==> src/rtl/rcp_pkg.sv <==
package rcp_pkg;

  // Per-lane carry-lookahead flags.
  typedef struct packed {
    logic gen;   // lane sum alone reaches the radix
    logic prop;  // lane sum is exactly one below the radix
  } pg_t;

  // A radix is usable when it is at least 2 and fits a digit of dw bits.
  function automatic logic radix_in_range(input logic [31:0] r, input int unsigned dw);
    return (r >= 32'd2) && (r <= (32'd1 << dw));
  endfunction

endpackage

==> src/rtl/rcp_lane_prep.sv <==
module rcp_lane_prep #(
  parameter int DIGIT_W = 8
) (
  input  logic [DIGIT_W-1:0] a_dig,
  input  logic [DIGIT_W-1:0] b_dig,
  input  logic [DIGIT_W:0]   radix,
  output logic [DIGIT_W:0]   lane_sum,
  output rcp_pkg::pg_t       flags
);
  localparam int RW = DIGIT_W + 1;

  logic [RW:0] sum_plus_one;

  always_comb begin
    lane_sum     = {1'b0, a_dig} + {1'b0, b_dig};
    sum_plus_one = {1'b0, lane_sum} + {{RW{1'b0}}, 1'b1};
    flags.gen    = (lane_sum >= radix);
    flags.prop   = (sum_plus_one == {1'b0, radix});
  end

endmodule

==> src/rtl/rcp_carry_net.sv <==
module rcp_carry_net #(
  parameter int LANES = 8
) (
  input  logic [LANES-1:0] gen_vec,
  input  logic [LANES-1:0] prop_vec,
  input  logic             carry_in,
  output logic [LANES-1:0] lane_carry,
  output logic             carry_out
);
  localparam int SW = LANES + 1;

  logic [SW-1:0] chain_sum;

  // One wide add lets every generate ripple through all propagate runs,
  // the incoming carry entering as the low-order addend.
  always_comb begin
    chain_sum  = {1'b0, prop_vec | gen_vec} + {1'b0, gen_vec} + {{LANES{1'b0}}, carry_in};
    lane_carry = chain_sum[LANES-1:0] ^ prop_vec;
    carry_out  = chain_sum[LANES];
  end

endmodule

==> src/rtl/rcp_lane_fix.sv <==
module rcp_lane_fix #(
  parameter int DIGIT_W = 8
) (
  input  logic [DIGIT_W:0]   lane_sum,
  input  logic               carry,
  input  logic [DIGIT_W:0]   radix,
  output logic [DIGIT_W-1:0] digit
);
  localparam int RW = DIGIT_W + 1;

  logic [RW-1:0] total;
  logic [RW-1:0] wrapped;

  always_comb begin
    total   = lane_sum + {{(RW-1){1'b0}}, carry};
    wrapped = total - radix;
    digit   = (total >= radix) ? wrapped[DIGIT_W-1:0] : total[DIGIT_W-1:0];
  end

endmodule

==> src/rtl/radix_carry_unit.sv <==
module radix_carry_unit #(
  parameter int LANES   = 8,
  parameter int DIGIT_W = 8
) (
  input  logic                     clk,
  input  logic                     rst_n,
  input  logic                     in_valid,
  input  logic [LANES*DIGIT_W-1:0] a_digits,
  input  logic [LANES*DIGIT_W-1:0] b_digits,
  input  logic [DIGIT_W:0]         radix,
  input  logic                     carry_in,
  output logic                     out_valid,
  output logic [LANES*DIGIT_W-1:0] sum_digits,
  output logic                     carry_out,
  output logic                     no_prop,
  output logic                     radix_err
);
  localparam int RW = DIGIT_W + 1;
  localparam int VW = LANES * DIGIT_W;

  // Reset: asynchronous assertion, synchronous release.
  logic [1:0] rst_pipe;
  logic       rst_q;

  always_ff @(posedge clk or negedge rst_n) begin
    if (!rst_n) rst_pipe <= 2'b00;
    else        rst_pipe <= {rst_pipe[0], 1'b1};
  end
  assign rst_q = rst_pipe[1];

  // Lane flags and local sums.
  logic [LANES-1:0] gen_vec;
  logic [LANES-1:0] prop_vec;
  logic [LANES-1:0] lane_carry;
  logic [RW-1:0]    lane_sum [LANES];
  logic [VW-1:0]    digits_calc;
  logic             cout_calc;
  logic             radix_bad;

  assign radix_bad = !rcp_pkg::radix_in_range(32'(radix), DIGIT_W);

  for (genvar i = 0; i < LANES; i++) begin : g_lane
    rcp_pkg::pg_t flags;

    rcp_lane_prep #(.DIGIT_W(DIGIT_W)) u_prep (
      .a_dig    (a_digits[i*DIGIT_W +: DIGIT_W]),
      .b_dig    (b_digits[i*DIGIT_W +: DIGIT_W]),
      .radix    (radix),
      .lane_sum (lane_sum[i]),
      .flags    (flags)
    );

    assign gen_vec[i]  = flags.gen;
    assign prop_vec[i] = flags.prop;

    rcp_lane_fix #(.DIGIT_W(DIGIT_W)) u_fix (
      .lane_sum (lane_sum[i]),
      .carry    (lane_carry[i]),
      .radix    (radix),
      .digit    (digits_calc[i*DIGIT_W +: DIGIT_W])
    );
  end

  rcp_carry_net #(.LANES(LANES)) u_net (
    .gen_vec    (gen_vec),
    .prop_vec   (prop_vec),
    .carry_in   (carry_in),
    .lane_carry (lane_carry),
    .carry_out  (cout_calc)
  );

  // Next-state.
  logic [VW-1:0] digits_nxt;
  logic          cout_nxt;
  logic          noprop_nxt;
  logic          err_nxt;

  always_comb begin
    if (radix_bad) begin
      digits_nxt = '0;
      cout_nxt   = 1'b0;
      noprop_nxt = 1'b0;
      err_nxt    = 1'b1;
    end else begin
      digits_nxt = digits_calc;
      cout_nxt   = cout_calc;
      noprop_nxt = ~|lane_carry;
      err_nxt    = 1'b0;
    end
  end

  // Registers, loaded only under the input strobe.
  always_ff @(posedge clk or negedge rst_q) begin
    if (!rst_q) begin
      out_valid  <= 1'b0;
      sum_digits <= '0;
      carry_out  <= 1'b0;
      no_prop    <= 1'b0;
      radix_err  <= 1'b0;
    end else begin
      out_valid <= in_valid;
      if (in_valid) begin
        sum_digits <= digits_nxt;
        carry_out  <= cout_nxt;
        no_prop    <= noprop_nxt;
        radix_err  <= err_nxt;
      end
    end
  end

  // Assertions.
  a_r1_valid_follows: assert property (@(posedge clk) disable iff (!rst_q)
    in_valid |=> out_valid);

  a_r1_idle_holds: assert property (@(posedge clk) disable iff (!rst_q)
    !in_valid |=> (!out_valid && $stable(sum_digits) && $stable(carry_out)
                   && $stable(no_prop) && $stable(radix_err)));

  a_r7_bad_radix_zeroes: assert property (@(posedge clk) disable iff (!rst_q)
    (in_valid && radix_bad) |=> (radix_err && sum_digits == '0 && !carry_out && !no_prop));

  a_r6_cin_breaks_noprop: assert property (@(posedge clk) disable iff (!rst_q)
    (in_valid && !radix_bad && carry_in) |=> (!no_prop && !radix_err));

  for (genvar k = 0; k < LANES; k++) begin : g_chk
    a_r2_digit_below_radix: assert property (@(posedge clk) disable iff (!rst_q)
      (in_valid && !radix_bad
       && {1'b0, a_digits[k*DIGIT_W +: DIGIT_W]} < radix
       && {1'b0, b_digits[k*DIGIT_W +: DIGIT_W]} < radix)
      |=> ({1'b0, sum_digits[k*DIGIT_W +: DIGIT_W]} < $past(radix)));
  end

endmodule

==> config.mk <==
export PLATFORM = sky130hd
export DESIGN_NAME = radix_carry_unit
export DESIGN_NICKNAME = d
export VERILOG_FILES = /design/src/rtl/rcp_pkg.sv /design/src/rtl/rcp_lane_prep.sv /design/src/rtl/rcp_carry_net.sv /design/src/rtl/rcp_lane_fix.sv /design/src/rtl/radix_carry_unit.sv
export SDC_FILE = /design/constraint.sdc
export NUM_CORES = 1
export LEC_CHECK = 0
export ABC_CLOCK_PERIOD_IN_PS = 2950
export BUFFER_PORTS_ARGS = -buffer_cell sky130_fd_sc_hd__buf_2
export CAP_MARGIN = 15
export CORE_MARGIN = 5
export CORE_UTILIZATION = 40
export DETAILED_ROUTE_END_ITERATION = 6
export SETUP_SLACK_MARGIN = 0.05
export SKIP_LAST_GASP = 1
export SLEW_MARGIN = 15
export SYNTH_ARGS = -nofsm -noshare
export SYNTH_HDL_FRONTEND = slang
export SYNTH_SLANG_ARGS = --single-unit
==> constraint.sdc <==
create_clock -name clk -period 2.95 [get_ports clk]
set_input_delay 0.4425 -clock clk [delete_from_list [all_inputs] [get_ports clk]]
set_output_delay 0.4425 -clock clk [all_outputs]
set_load 0.05 [all_outputs]
==> impl_metrics.py <==
metrics = {
    "status": {
        "status": "complete, but fails checks",
        "violations": "negative setup slack",
    },
    "power": {
        "p_sw_share_pct": 44.9,
        "power.share.sequential_pct": 11.1,
        "p_per_area_mw_per_mm2": 567,
        "p_comb_share_pct": 77.6,
        "p_switching_w": 0.00538,
        "peakVddDrop_mv": 0.411,
        "clkPwrFrac_pct": 11.3,
        "p_int_w": 0.00661,
        "p_total_w": 0.0120,
        "p_leak_nw": 10.6,
    },
    "clock_network": {
        "worstSkewPairLatency_ns": 0.37,
        "cts_buffers": 9,
        "cts_sinks": 70,
        "cts-htree-levels": 3,
        "clock_path_buffers": 2,
        "cts-root-buf": "clkbuf_16",
        "cts_tree": "yes",
        "path_clk_slew_ns": 0.06,
    },
    "sta": {
        "finalHoldViolations": 0,
        "setup_viol_count_final": 66,
        "slew_viol_final": 0,
        "fin_crit_ns": 6.60,
        "rsz0062_at_grt": "yes",
        "finalHoldWorstSlack_ns": 0.323,
        "setup_slack_ns": -3.65,
        "fmax_mhz": 152,
        "fin_crit_sh_pct": 224,
        "finClkSkew_ns": 0.00998,
        "finalSetupTns_ns": -214.33,
        "relSlewSlack_pct": 60.8,
        "worst_pin_slew_ns": 0.589,
    },
    "place": {
        "portBuffers": 208,
        "hpwl_um": 38100,
        "gp_congestion": 0.933,
        "dpl_cell_area_mm2": 0.0190,
        "dp_cells": 2774,
    },
    "floorplan": {
        "die_y_um": 193,
        "row_count": 67,
        "die_w_um": 193,
        "core_mm2": 0.0334,
        "dieArea_mm2": 0.0374,
        "io_pins": 209,
        "initial_core_util_pct": 40.3,
    },
    "worst_setup_path": {
        "worst_setup_path_start_kind": "input pin",
        "r2r_slack_ns": 1.78,
        "arrival_ns": 6.83,
        "crit_path_end_kind": "register",
        "slowest_stage": "or3b_4",
        "slowest_delay_ns": 0.37,
        "required_ns": 3.18,
        "crit_fanout": 6,
        "path_class": "in2reg",
        "critPathMostFrequentCell": "a21o_1",
    },
    "routing": {
        "initialDrtViolationCount": 782,
        "drtAntennaViolNets": 0,
        "wl_per_cell_um": 17.2,
        "vias": 15400,
        "dr.pass1.iters": 5,
        "drc": 0,
        "vias_per_cell": 5.37,
        "wl_um": 49300,
    },
    "logic_synthesis": {
        "yosysTopAreaCellShare_pct": 21.8,
        "ys_seq_elements": 70,
        "synthCells": 1641,
        "yosys_warnings": 0,
        "synth_edf_count": 0,
        "async_reset_ff_share_pct": 100,
        "synthFlopType": "dfrtp_1",
        "synth.top_cells.by_area": "ha_1 22%, dfrtp_1 13%, xnor2_1 9.2%, xor2_1 5.3%, a21o_1 5.1%",
        "seq_area_frac_synth_pct": 13.0,
        "syn_avg_cell_area_um2": 8.20,
        "syn_nets": 2032,
        "syn_area_mm2": 0.0135,
        "yosysTopAreaCell": "ha_1",
        "yosysUniqueCellTypes": 94,
    },
    "finish": {
        "multiInputGateArea_mm2": 0.0123,
        "layout_common_cells": "568 x buf_4, 206 x buf_2, 203 x ha_1",
        "drive_above_1_share_pct": 42.5,
        "regArea_mm2": 0.00176,
        "final_common_cell": "buf_4",
        "num-nets-final": 2802,
        "stdcell_count": 2865,
        "fin_area_mm2": 0.0212,
        "syn_to_final_growth_pct": 57.3,
        "fillers": 2868,
    },
    "grt": {
        "grt_pass1_vias": 15600,
        "grt_max_degree": 36,
        "grt_pass1_wl_um": 77600,
        "grt_use_total_pct": 24.8,
        "grt_overflow": 0,
        "antenna_found_initial": 2,
    },
    "min_path": {
        "hold_path.class": "reg2async",
    },
    "flow_run": {
        "drv_cap": 0,
    },
}
-- area by class of cell --
| type | instances | area share [%] |
|---|---|---|
| well taps | 448 | 2.65 |
| diodes | 1 | 0.0118 |
| flip-flops and latches | 70 | 8.29 |
| clock buffers | 10 | 1.13 |
| repair buffers | 795 | 26.3 |
| clock inverters | 6 | 0.514 |
| multi-input cells | 1369 | 58.2 |
| inverters | 166 | 2.94 |
-- metal layers --
| layer | wire, um | global-route usage, % | part of all wire [%] |
|---|---|---|---|
| met5 | 12 | 0 | 0.024 |
| met4 | 1810 | 8.76 | 3.7 |
| met3 | 2720 | 3.57 | 5.5 |
| met2 | 24300 | 44.7 | 49 |
| met1 | 20400 | 30.0 | 41 |
-- sequential cells by signal, summed over array words and instances (netlist names) --
name,cells
out_valid,1
carry_out,1
rst_pipe,2
sum_digits,64
radix_err,1
no_prop,1
-- power groups by stage --
stage | sequential, W | combinational (W) | clock (W)
after floorplan | 0.00214 | 0.00395 | 0
after detailed placement | 0.00135 | 0.00785 | 0
after CTS | 0.00133 | 0.00867 | 0.00137
final | 0.00133 | 0.00931 | 0.00135
after global routing | 0.00136 | 0.0100 | 0.00141
after global placement | 0.00134 | 0.00767 | 0
-- kinds of logic (layout without fill, tap and decap cells) --
group | count (synthesis) | count (layout) | synth area share [%]
compound gates | 432 | 437 | 22.4
xor+xnor | 231 | 231 | 15.6
fa+ha+maj | 250 | 250 | 24.1
buf+inv | 207 | 977 | 5.81
flops | 70 | 70 | 13.0
mux | 44 | 44 | 3.29
other cells | 1 | 2 | 0.0279
simple gates | 406 | 406 | 15.8
-- cell usage after synthesis, types with 4 or more instances --
cell,instances
nand2_1,87
xnor2_1,142
nor3_1,38
or2_2,6
o22ai_1,68
fa_1,16
nand3_1,42
o211ai_1,12
a211oi_1,10
o21bai_1,5
nor3b_1,4
nand4_1,42
a2111oi_0,8
o21ai_1,4
inv_1,160
nor2_1,73
or3_1,9
a21o_1,91
or4_1,4
dfrtp_1,70
nand2b_1,23
and3_1,14
a21oi_1,63
o21ai_0,72
o2111ai_1,8
mux2i_1,42
ha_1,234
clkbuf_1,35
nor4_1,9
o21a_1,18
and2_1,6
a31oi_1,8
a211o_1,14
xor2_1,82
or3b_2,4
nor2b_1,16
-- worst paths after layout --
kind	startpoint	end	cells past startpoint
worst max-delay path	a_digits[0]	sum_digits[63]$_DFFE_PN0P_	36
worst min-delay path	rst_pipe[1]$_DFF_PN0_	sum_digits[40]$_DFFE_PN0P_	0
worst max register to register	carry_out$_DFFE_PN0P_	carry_out$_DFFE_PN0P_	3
worst min register to register	rst_pipe[1]$_DFF_PN0_	sum_digits[40]$_DFFE_PN0P_	0
max in group asynchronous	rst_pipe[1]$_DFF_PN0_	sum_digits[15]$_DFFE_PN0P_	1
min in group clk	rst_pipe[0]$_DFF_PN0_	rst_pipe[1]$_DFF_PN0_	0
-- what timing repair did --
item                                    in CTS  in global routing
hold buffers                                 1                  0
cloned                                       4                  1
setup buffers                               59                 32
endpoints found under the setup margin      66                 66
gates resized for setup                    150                 86
hold endpoints to repair                     2                  0
pin swaps                                   99                 53
-- worst max-delay path, delay by kind of cell --
| family | cells | cell delay (ns) |
|---|---|---|
| AO/OA/AOI/OAI | 14 | 2.72 |
| XOR/XNOR | 3 | 0.52 |
| adder cells (fa/ha/maj) | 6 | 1.20 |
| buffers and inverters | 4 | 0.35 |
| multiplexers | 1 | 0.18 |
| AND/OR/NAND/NOR | 8 | 1.42 |
-- per-stage QoR --
| step | setup slack (ns) | util (%) |
|---|---|---|
| final | -3.65 | 63.4 |
| after global routing | -4.02 | 63.4 |
| after CTS | -3.51 | 61.4 |
| after detailed placement | -4.49 | 56.8 |
| after global placement | -4.37 | 56.8 |
| after floorplan | -3.95 | - |
Power figures use the tool's default switching activity.
